[config.mk]
export PLATFORM = sky130hd
export DESIGN_NAME = mdio_reg_bridge
export DESIGN_NICKNAME = d
export VERILOG_FILES = /design/src/rtl/mdio_bridge_pkg.sv /design/src/rtl/mdio_frame_engine.sv /design/src/rtl/mdio_page_bank.sv /design/src/rtl/mdio_reg_bridge.sv
export SDC_FILE = /design/constraint.sdc
export NUM_CORES = 1
export LEC_CHECK = 0
export BUFFER_PORTS_ARGS = -buffer_cell sky130_fd_sc_hd__buf_2
export CORE_MARGIN = 4
export CORE_UTILIZATION = 40
export DETAILED_ROUTE_END_ITERATION = 6
export PLACE_DENSITY = 0.67
export SYNTH_ARGS = -nofsm -noshare
export SYNTH_HDL_FRONTEND = slang
export SYNTH_HIERARCHICAL = 1
export SYNTH_SLANG_ARGS = --single-unit
export TNS_END_PERCENT = 1
[constraint.sdc]
create_clock -name mdc -period 2.8 [get_ports mdc]
set_input_delay 0.56 -clock mdc [delete_from_list [all_inputs] [get_ports mdc]]
set_output_delay 0.56 -clock mdc [all_outputs]
set_load 0.1 [all_outputs]
[src/rtl/mdio_bridge_pkg.sv]
package mdio_bridge_pkg;

    typedef enum logic [2:0] {
        FS_PRE,
        FS_START,
        FS_HDR,
        FS_TA,
        FS_DATA
    } fsm_e;

    localparam logic [1:0] OP_WR   = 2'b01;
    localparam logic [1:0] OP_RD   = 2'b10;
    localparam logic [4:0] RN_HIGH = 5'h10;
    localparam logic [4:0] RN_PAGE = 5'h1F;
    localparam int         HALF_W  = 16;
    localparam int         WORD_W  = 32;

endpackage

[src/rtl/mdio_frame_engine.sv]
module mdio_frame_engine
    import mdio_bridge_pkg::*;
#(
    parameter int PRE_MIN = 32
) (
    input  logic              mdc,
    input  logic              rst_n,
    input  logic              mdio_in,
    input  logic [4:0]        phy_addr,
    input  logic [HALF_W-1:0] ld_word,
    output logic              mdio_out,
    output logic              mdio_oe,
    output logic              hdr_go,
    output logic              hdr_rd,
    output logic [4:0]        hdr_reg,
    output logic              ld_go,
    output logic              wr_go,
    output logic [HALF_W-1:0] wr_data
);

    localparam int PRE_W = $clog2(PRE_MIN + 1);

    typedef struct packed {
        fsm_e              st;
        logic [PRE_W-1:0]  pre;
        logic [4:0]        cnt;
        logic [10:0]       hdr;
        logic              rd;
        logic [HALF_W-1:0] sh;
        logic              oe;
        logic              out;
    } eng_s;

    eng_s        q, n;
    logic [11:0] full;

    always_comb begin
        n       = q;
        hdr_go  = 1'b0;
        hdr_rd  = 1'b0;
        hdr_reg = '0;
        ld_go   = 1'b0;
        wr_go   = 1'b0;
        wr_data = {q.sh[HALF_W-2:0], mdio_in};
        full    = {q.hdr, mdio_in};
        case (q.st)
            FS_PRE: begin
                if (mdio_in) begin
                    if (q.pre != PRE_W'(PRE_MIN)) n.pre = q.pre + 1'b1;
                end else begin
                    if (q.pre == PRE_W'(PRE_MIN)) n.st = FS_START;
                    n.pre = '0;
                end
            end
            FS_START: begin
                n.cnt = '0;
                n.st  = mdio_in ? FS_HDR : FS_PRE;
            end
            FS_HDR: begin
                n.hdr = full[10:0];
                n.cnt = q.cnt + 5'd1;
                if (q.cnt == 5'd11) begin
                    n.cnt = '0;
                    if ((full[11:10] == OP_WR || full[11:10] == OP_RD) &&
                        full[9:5] == phy_addr) begin
                        n.st    = FS_TA;
                        n.rd    = (full[11:10] == OP_RD);
                        hdr_go  = 1'b1;
                        hdr_rd  = (full[11:10] == OP_RD);
                        hdr_reg = full[4:0];
                    end else begin
                        n.st = FS_PRE;
                    end
                end
            end
            FS_TA: begin
                n.cnt = q.cnt + 5'd1;
                if (q.cnt == 5'd0) begin
                    if (q.rd) begin
                        n.oe  = 1'b1;
                        n.out = 1'b0;
                    end
                end else begin
                    n.st  = FS_DATA;
                    n.cnt = '0;
                    if (q.rd) begin
                        ld_go = 1'b1;
                        n.out = ld_word[HALF_W-1];
                        n.sh  = {ld_word[HALF_W-2:0], 1'b0};
                    end
                end
            end
            FS_DATA: begin
                n.cnt = q.cnt + 5'd1;
                if (q.rd) begin
                    if (q.cnt == 5'd15) begin
                        n.oe  = 1'b0;
                        n.out = 1'b0;
                    end else begin
                        n.out = q.sh[HALF_W-1];
                        n.sh  = {q.sh[HALF_W-2:0], 1'b0};
                    end
                end else begin
                    n.sh = wr_data;
                end
                if (q.cnt == 5'd15) begin
                    n.st  = FS_PRE;
                    n.pre = '0;
                    n.rd  = 1'b0;
                    wr_go = !q.rd;
                end
            end
            default: n.st = FS_PRE;
        endcase
    end

    always_ff @(posedge mdc or negedge rst_n) begin
        if (!rst_n) begin
            q.st  <= FS_PRE;
            q.pre <= '0;
            q.cnt <= '0;
            q.hdr <= '0;
            q.rd  <= 1'b0;
            q.sh  <= '0;
            q.oe  <= 1'b0;
            q.out <= 1'b0;
        end else begin
            q <= n;
        end
    end

    assign mdio_out = q.out;
    assign mdio_oe  = q.oe;

    // drive only inside the turnaround/data window of a read
    a_r9_oe_in_read: assert property (@(posedge mdc) disable iff (!rst_n)
        mdio_oe |-> (q.rd && (q.st == FS_TA || q.st == FS_DATA)));

    // the first driven bit is the turnaround zero
    a_r9_ta_zero: assert property (@(posedge mdc) disable iff (!rst_n)
        $rose(mdio_oe) |-> !mdio_out);

    // the line is released while hunting for a preamble
    a_r9_release_idle: assert property (@(posedge mdc) disable iff (!rst_n)
        (q.st == FS_PRE) |-> !mdio_oe);

endmodule

[src/rtl/mdio_page_bank.sv]
module mdio_page_bank
    import mdio_bridge_pkg::*;
#(
    parameter int PAGE_W = 10,
    parameter int IDX_W  = 4
) (
    input  logic                       mdc,
    input  logic                       rst_n,
    input  logic                       hdr_go,
    input  logic                       hdr_rd,
    input  logic [4:0]                 hdr_reg,
    input  logic                       ld_go,
    input  logic                       wr_go,
    input  logic [HALF_W-1:0]          wr_data,
    output logic [HALF_W-1:0]          ld_word,
    output logic [PAGE_W+IDX_W+1:0]    reg_addr,
    output logic                       reg_rd,
    output logic                       reg_wr,
    output logic [WORD_W-1:0]          reg_wdata,
    input  logic [WORD_W-1:0]          reg_rdata
);

    localparam int ADDR_W = PAGE_W + IDX_W + 2;

    typedef struct packed {
        logic [PAGE_W-1:0] page;
        logic [4:0]        cur_reg;
        logic              pend_vld;
        logic [ADDR_W-1:0] pend_addr;
        logic [HALF_W-1:0] pend_lo;
        logic [WORD_W-1:0] snap;
        logic              rd;
        logic              wr;
        logic [ADDR_W-1:0] addr;
        logic [WORD_W-1:0] wdata;
    } bank_s;

    bank_s             q, n;
    logic [ADDR_W-1:0] hdr_addr;
    logic [ADDR_W-1:0] cur_addr;
    logic [HALF_W-1:0] page_ext;
    logic              cur_low;
    logic              hdr_low;

    always_comb begin
        n        = q;
        n.rd     = 1'b0;
        n.wr     = 1'b0;
        hdr_addr = {q.page, hdr_reg[IDX_W-1:0], 2'b00};
        cur_addr = {q.page, q.cur_reg[IDX_W-1:0], 2'b00};
        hdr_low  = (hdr_reg != RN_HIGH) && (hdr_reg != RN_PAGE);
        cur_low  = (q.cur_reg != RN_HIGH) && (q.cur_reg != RN_PAGE);
        page_ext = '0;
        page_ext[PAGE_W-1:0] = q.page;

        case (q.cur_reg)
            RN_PAGE: ld_word = page_ext;
            RN_HIGH: ld_word = q.snap[WORD_W-1:HALF_W];
            default: ld_word = reg_rdata[HALF_W-1:0];
        endcase

        if (hdr_go) begin
            n.cur_reg = hdr_reg;
            if (hdr_rd && hdr_low) begin
                n.rd   = 1'b1;
                n.addr = hdr_addr;
            end
        end

        if (ld_go && cur_low) n.snap = reg_rdata;

        if (wr_go) begin
            case (q.cur_reg)
                RN_PAGE: n.page = wr_data[PAGE_W-1:0];
                RN_HIGH: begin
                    if (q.pend_vld) begin
                        n.wr       = 1'b1;
                        n.addr     = q.pend_addr;
                        n.wdata    = {wr_data, q.pend_lo};
                        n.pend_vld = 1'b0;
                    end
                end
                default: begin
                    n.pend_vld  = 1'b1;
                    n.pend_addr = cur_addr;
                    n.pend_lo   = wr_data;
                end
            endcase
        end
    end

    always_ff @(posedge mdc or negedge rst_n) begin
        if (!rst_n) begin
            q <= '0;
        end else begin
            q <= n;
        end
    end

    assign reg_addr  = q.addr;
    assign reg_rd    = q.rd;
    assign reg_wr    = q.wr;
    assign reg_wdata = q.wdata;

    // read strobe lasts a single cycle
    a_r7_rd_pulse: assert property (@(posedge mdc) disable iff (!rst_n)
        reg_rd |=> !reg_rd);

    // every internal write follows a buffered low half
    a_r5_wr_needs_pending: assert property (@(posedge mdc) disable iff (!rst_n)
        reg_wr |-> $past(q.pend_vld));

    // write strobe lasts a single cycle
    a_r5_wr_pulse: assert property (@(posedge mdc) disable iff (!rst_n)
        reg_wr |=> !reg_wr);

    // the snapshot only moves when a read frame loads its data
    a_r8_snap_hold: assert property (@(posedge mdc) disable iff (!rst_n)
        !$past(ld_go) |-> $stable(q.snap));

    // read and write strobes never overlap
    a_r7_no_overlap: assert property (@(posedge mdc) disable iff (!rst_n)
        !(reg_rd && reg_wr));

endmodule

[src/rtl/mdio_reg_bridge.sv]
module mdio_reg_bridge
    import mdio_bridge_pkg::*;
#(
    parameter  int PAGE_W = 10,
    parameter  int IDX_W  = 4,
    localparam int ADDR_W = PAGE_W + IDX_W + 2
) (
    input  logic              mdc,
    input  logic              rst_n,
    input  logic              mdio_in,
    output logic              mdio_out,
    output logic              mdio_oe,
    input  logic [4:0]        phy_strap,
    output logic [ADDR_W-1:0] reg_addr,
    output logic              reg_rd,
    output logic              reg_wr,
    output logic [31:0]       reg_wdata,
    input  logic [31:0]       reg_rdata
);

    logic              hdr_go;
    logic              hdr_rd;
    logic [4:0]        hdr_reg;
    logic              ld_go;
    logic              wr_go;
    logic [HALF_W-1:0] wr_data;
    logic [HALF_W-1:0] ld_word;

    mdio_frame_engine #(.PRE_MIN(32)) u_engine (
        .mdc      (mdc),
        .rst_n    (rst_n),
        .mdio_in  (mdio_in),
        .phy_addr (phy_strap),
        .ld_word  (ld_word),
        .mdio_out (mdio_out),
        .mdio_oe  (mdio_oe),
        .hdr_go   (hdr_go),
        .hdr_rd   (hdr_rd),
        .hdr_reg  (hdr_reg),
        .ld_go    (ld_go),
        .wr_go    (wr_go),
        .wr_data  (wr_data)
    );

    mdio_page_bank #(.PAGE_W(PAGE_W), .IDX_W(IDX_W)) u_bank (
        .mdc       (mdc),
        .rst_n     (rst_n),
        .hdr_go    (hdr_go),
        .hdr_rd    (hdr_rd),
        .hdr_reg   (hdr_reg),
        .ld_go     (ld_go),
        .wr_go     (wr_go),
        .wr_data   (wr_data),
        .ld_word   (ld_word),
        .reg_addr  (reg_addr),
        .reg_rd    (reg_rd),
        .reg_wr    (reg_wr),
        .reg_wdata (reg_wdata),
        .reg_rdata (reg_rdata)
    );

endmodule

==> results.py <==
metrics = {
    "power": {
        "power.density_nw_per_um2": 567,
        "peakVddDrop_v": 0.000422,
        "p_total_w": 0.00469,
        "power_switching_w": 0.000987,
        "combPwrFrac_pct": 2.9,
        "power.leakage_nw": 4.14,
        "p_int_w": 0.00371,
        "clockPowerShare_pct": 48.5,
        "switching_share_pct": 21.0,
        "power_frac_seq_pct": 48.7,
    },
    "clock_network": {
        "cts_buffer_depth": 2,
        "htreeDepth": 4,
        "clock_sinks": 156,
        "cts_buffers": 17,
        "postCtsSetupRepairBufs": 0,
        "cts_resized": 0,
        "cts_tree": "yes",
        "ctsHoldBuffers": 0,
        "clock_latency_ns": 0.42,
        "cts.reportedPaths.clkPinSlew_ns": 0.06,
        "cts-root-buf": "clkbuf_16",
    },
    "sta": {
        "finalCriticalPeriod_ns": 2.56,
        "relSlewSlack_pct": 42.5,
        "finalHoldViolations": 0,
        "slew_violations": 0,
        "fin_crit_sh_pct": 91.5,
        "setup_viol": 0,
        "rsz0062_at_grt": "no",
        "fin_skew_ns": 0.00796,
        "max_freq_mhz": 390,
        "tns_ns": 0,
        "setup_slack_ns": 0.237,
        "tightest_slew_ns": 0.863,
    },
    "synth": {
        "synth_edf_count": 0,
        "synth_compound_area_share_pct": 10.4,
        "synth_fa_ha_area_share_pct": 1.01,
        "synth_mux_area_share_pct": 17.7,
        "synth_async_sr_flop_share_pct": 100,
        "yosys_warnings": 6,
        "seq_area_frac_synth_pct": 52.4,
        "synth_top_family_by_area": "multiplexers",
        "synth_ff_type": "dfrtp_1",
        "synthXorXnorAreaFrac_pct": 1.06,
        "ys_types": 54,
        "netlist_area_um2": 7450,
        "ys_ff_latch": 156,
        "synth_nets": 660,
        "synth_cells": 614,
        "avgSynthCellArea_um2": 12.1,
        "yosys.area_share.simple_pct": 7.17,
    },
    "drt": {
        "wire_per_inst_um": 17.9,
        "drt_iter0_drc": 316,
        "via_per_inst": 5.40,
        "wl_um": 15900,
        "drt-pass1-iter-count": 5,
        "ant_nets": 0,
        "drc_errors": 0,
        "num_vias": 4788,
    },
    "final_layout": {
        "utilization_pct": 45.6,
        "layout_commonest_cell": "dfrtp_1",
        "final_cell_mix": "dfrtp_1, buf_2, mux2_2",
        "final_nets": 691,
        "fin_cells": 886,
        "area_delta_synth_final_pct": 11.2,
        "antenna_cells": 0,
        "nFillCells": 1621,
        "drive_above_1_share_pct": 35.6,
    },
    "place": {
        "dp_hpwl_um": 11300,
        "io_buffers": 91,
        "dp_slack_ns": 0.0545,
        "dp.cells": 855,
        "gp_congestion": 0.824,
    },
    "floorplanning": {
        "rows": 49,
        "core_area_um2": 18100,
        "initial_core_util_pct": 41.0,
        "num_io_pins": 92,
        "die_y_um": 144,
        "dieArea_um2": 20900,
        "die_w_um": 144,
    },
    "critical_path": {
        "crit_type": "flop to flop",
        "path_max_fanout": 29,
        "cp.required_ns": 3.10,
        "arrival_ns": 2.87,
        "crit_path_start_kind": "flop",
        "cp-end-kind": "flop",
    },
    "global_routing": {
        "grtUsageTotal_pct": 15.9,
        "grt_max_degree": 75,
        "antenna_found_initial": 0,
        "overflow": 0,
        "grt_pass1_wl_um": 25800,
        "grt_pass1_vias": 4909,
    },
    "status": {
        "status": "finished, final reports clean",
    },
    "min_path": {
        "hold_class": "input port to asynchronous set/reset pin",
    },
    "run": {
        "maxCapViolCount": 0,
    },
}
## metal layers
layer | part of all wire, % | vias to the layer above | GRT usage [%]
li1 | - | 2216 | -
met1 | 44 | 2428 | 20.7
met2 | 49 | 120 | 25.4
met3 | 4.5 | 24 | 3.60
met4 | 2.3 | 0 | 6.97
met5 | 0 | - | 0
## through the flow
step / hold WS (ns) / cell area [um^2]
finish: 0.154 / 8280
global route: 0.190 / 8280
CTS: 0.179 / 8280
detailed placement: 0.472 / 7700
global placement: 0.466 / 7700
floorplan: 0.264 / 7450
## state kept, by name, summed over array words and instances (netlist names)
signal and cells:
u_bank/cur_addr 14, u_bank/q 48, u_bank/reg_addr 16, u_bank/reg_rd 1, u_bank/reg_wdata 32, u_bank/reg_wr 1
u_engine/full 11, u_engine/mdio_oe 1, u_engine/mdio_out 1, u_engine/q 16, u_engine/wr_data 15
## power by group through the flow
stage | clock network [W] | logic [W] | registers [W]
after floorplan | 0 | 0.0000474 | 0.00232
after global placement | 0 | 0.000135 | 0.00232
after detailed placement | 0 | 0.000140 | 0.00232
after CTS | 0.00232 | 0.000140 | 0.00228
after global routing | 0.00242 | 0.000154 | 0.00228
final | 0.00227 | 0.000135 | 0.00228
## kinds of logic (layout without fill, tap and decap cells)
logic type / after synthesis / count (layout)
adder cells (fa/ha/maj): 6 / 6
multiplexers: 119 / 119
flip-flops: 156 / 156
buffers and inverters: 121 / 164
AO/OA/AOI/OAI: 113 / 113
AND/OR/NAND/NOR: 90 / 90
XOR/XNOR: 9 / 9
## cells in the mapped netlist (all sizes together) (4+ instances only)
library cell | count | area, um^2
mux2i | 16 | 160
mux2 | 103 | 1160
o21ai | 47 | 239
clkbuf | 13 | 48.8
and2 | 11 | 68.8
nand2 | 29 | 109
dfrtp | 156 | 3900
a222oi | 10 | 100
ha | 6 | 75.1
and3 | 5 | 31.3
nand3 | 6 | 42.5
inv | 27 | 101
nor3 | 4 | 25.0
a2bb2oi | 14 | 123
a31oi | 16 | 100
nor4 | 4 | 31.3
xnor2 | 7 | 61.3
nand4 | 6 | 37.5
buf | 81 | 608
nor2 | 7 | 26.3
a22o | 7 | 61.3
## final timing paths
| path | start | end | slack, ns | cells past startpoint |
|---|---|---|---|---|
| worst max-delay path | u_engine/q[31]$_DFFE_PN0P_ | u_bank/reg_wdata[8]$_DFFE_PN0P_ | 0.24 | 8 |
| worst min-delay path | rst_n | u_engine/q[39]$_DFFE_PN0P_ | 0.15 | 1 |
| worst max register to register | u_engine/q[31]$_DFFE_PN0P_ | u_bank/reg_wdata[8]$_DFFE_PN0P_ | 0.24 | 8 |
| worst min register to register | u_bank/reg_wdata[17]$_DFFE_PN0P_ | u_bank/reg_wdata[17]$_DFFE_PN0P_ | 0.48 | 1 |
| max in group asynchronous | rst_n | u_engine/full[6]$_DFFE_PN0P_ | 1.86 | 2 |
| min in group mdc | reg_rdata[31] | u_bank/q[81]$_DFFE_PN0P_ | 0.37 | 2 |
## layout make-up
type	instances	area, um^2	share of cell area, %
Clock buffer	22	474	5.72
Clock inverter	9	113	1.36
Inverter	27	101	1.22
Multi-Input combinational cell	337	2790	33.7
Sequential cell	156	3900	47.1
Tap cell	229	287	3.46
Timing Repair Buffer	106	612	7.39
## critical path: stages (launching register included)
cell	delay, ns
dfrtp_1	0.39
ha_1	0.22
and3_1	0.17
ha_1	0.26
and3_1	0.31
nand3_4	0.23
inv_2	0.25
buf_12	0.23
mux2_2	0.36
Power figures use the tool's default switching activity.
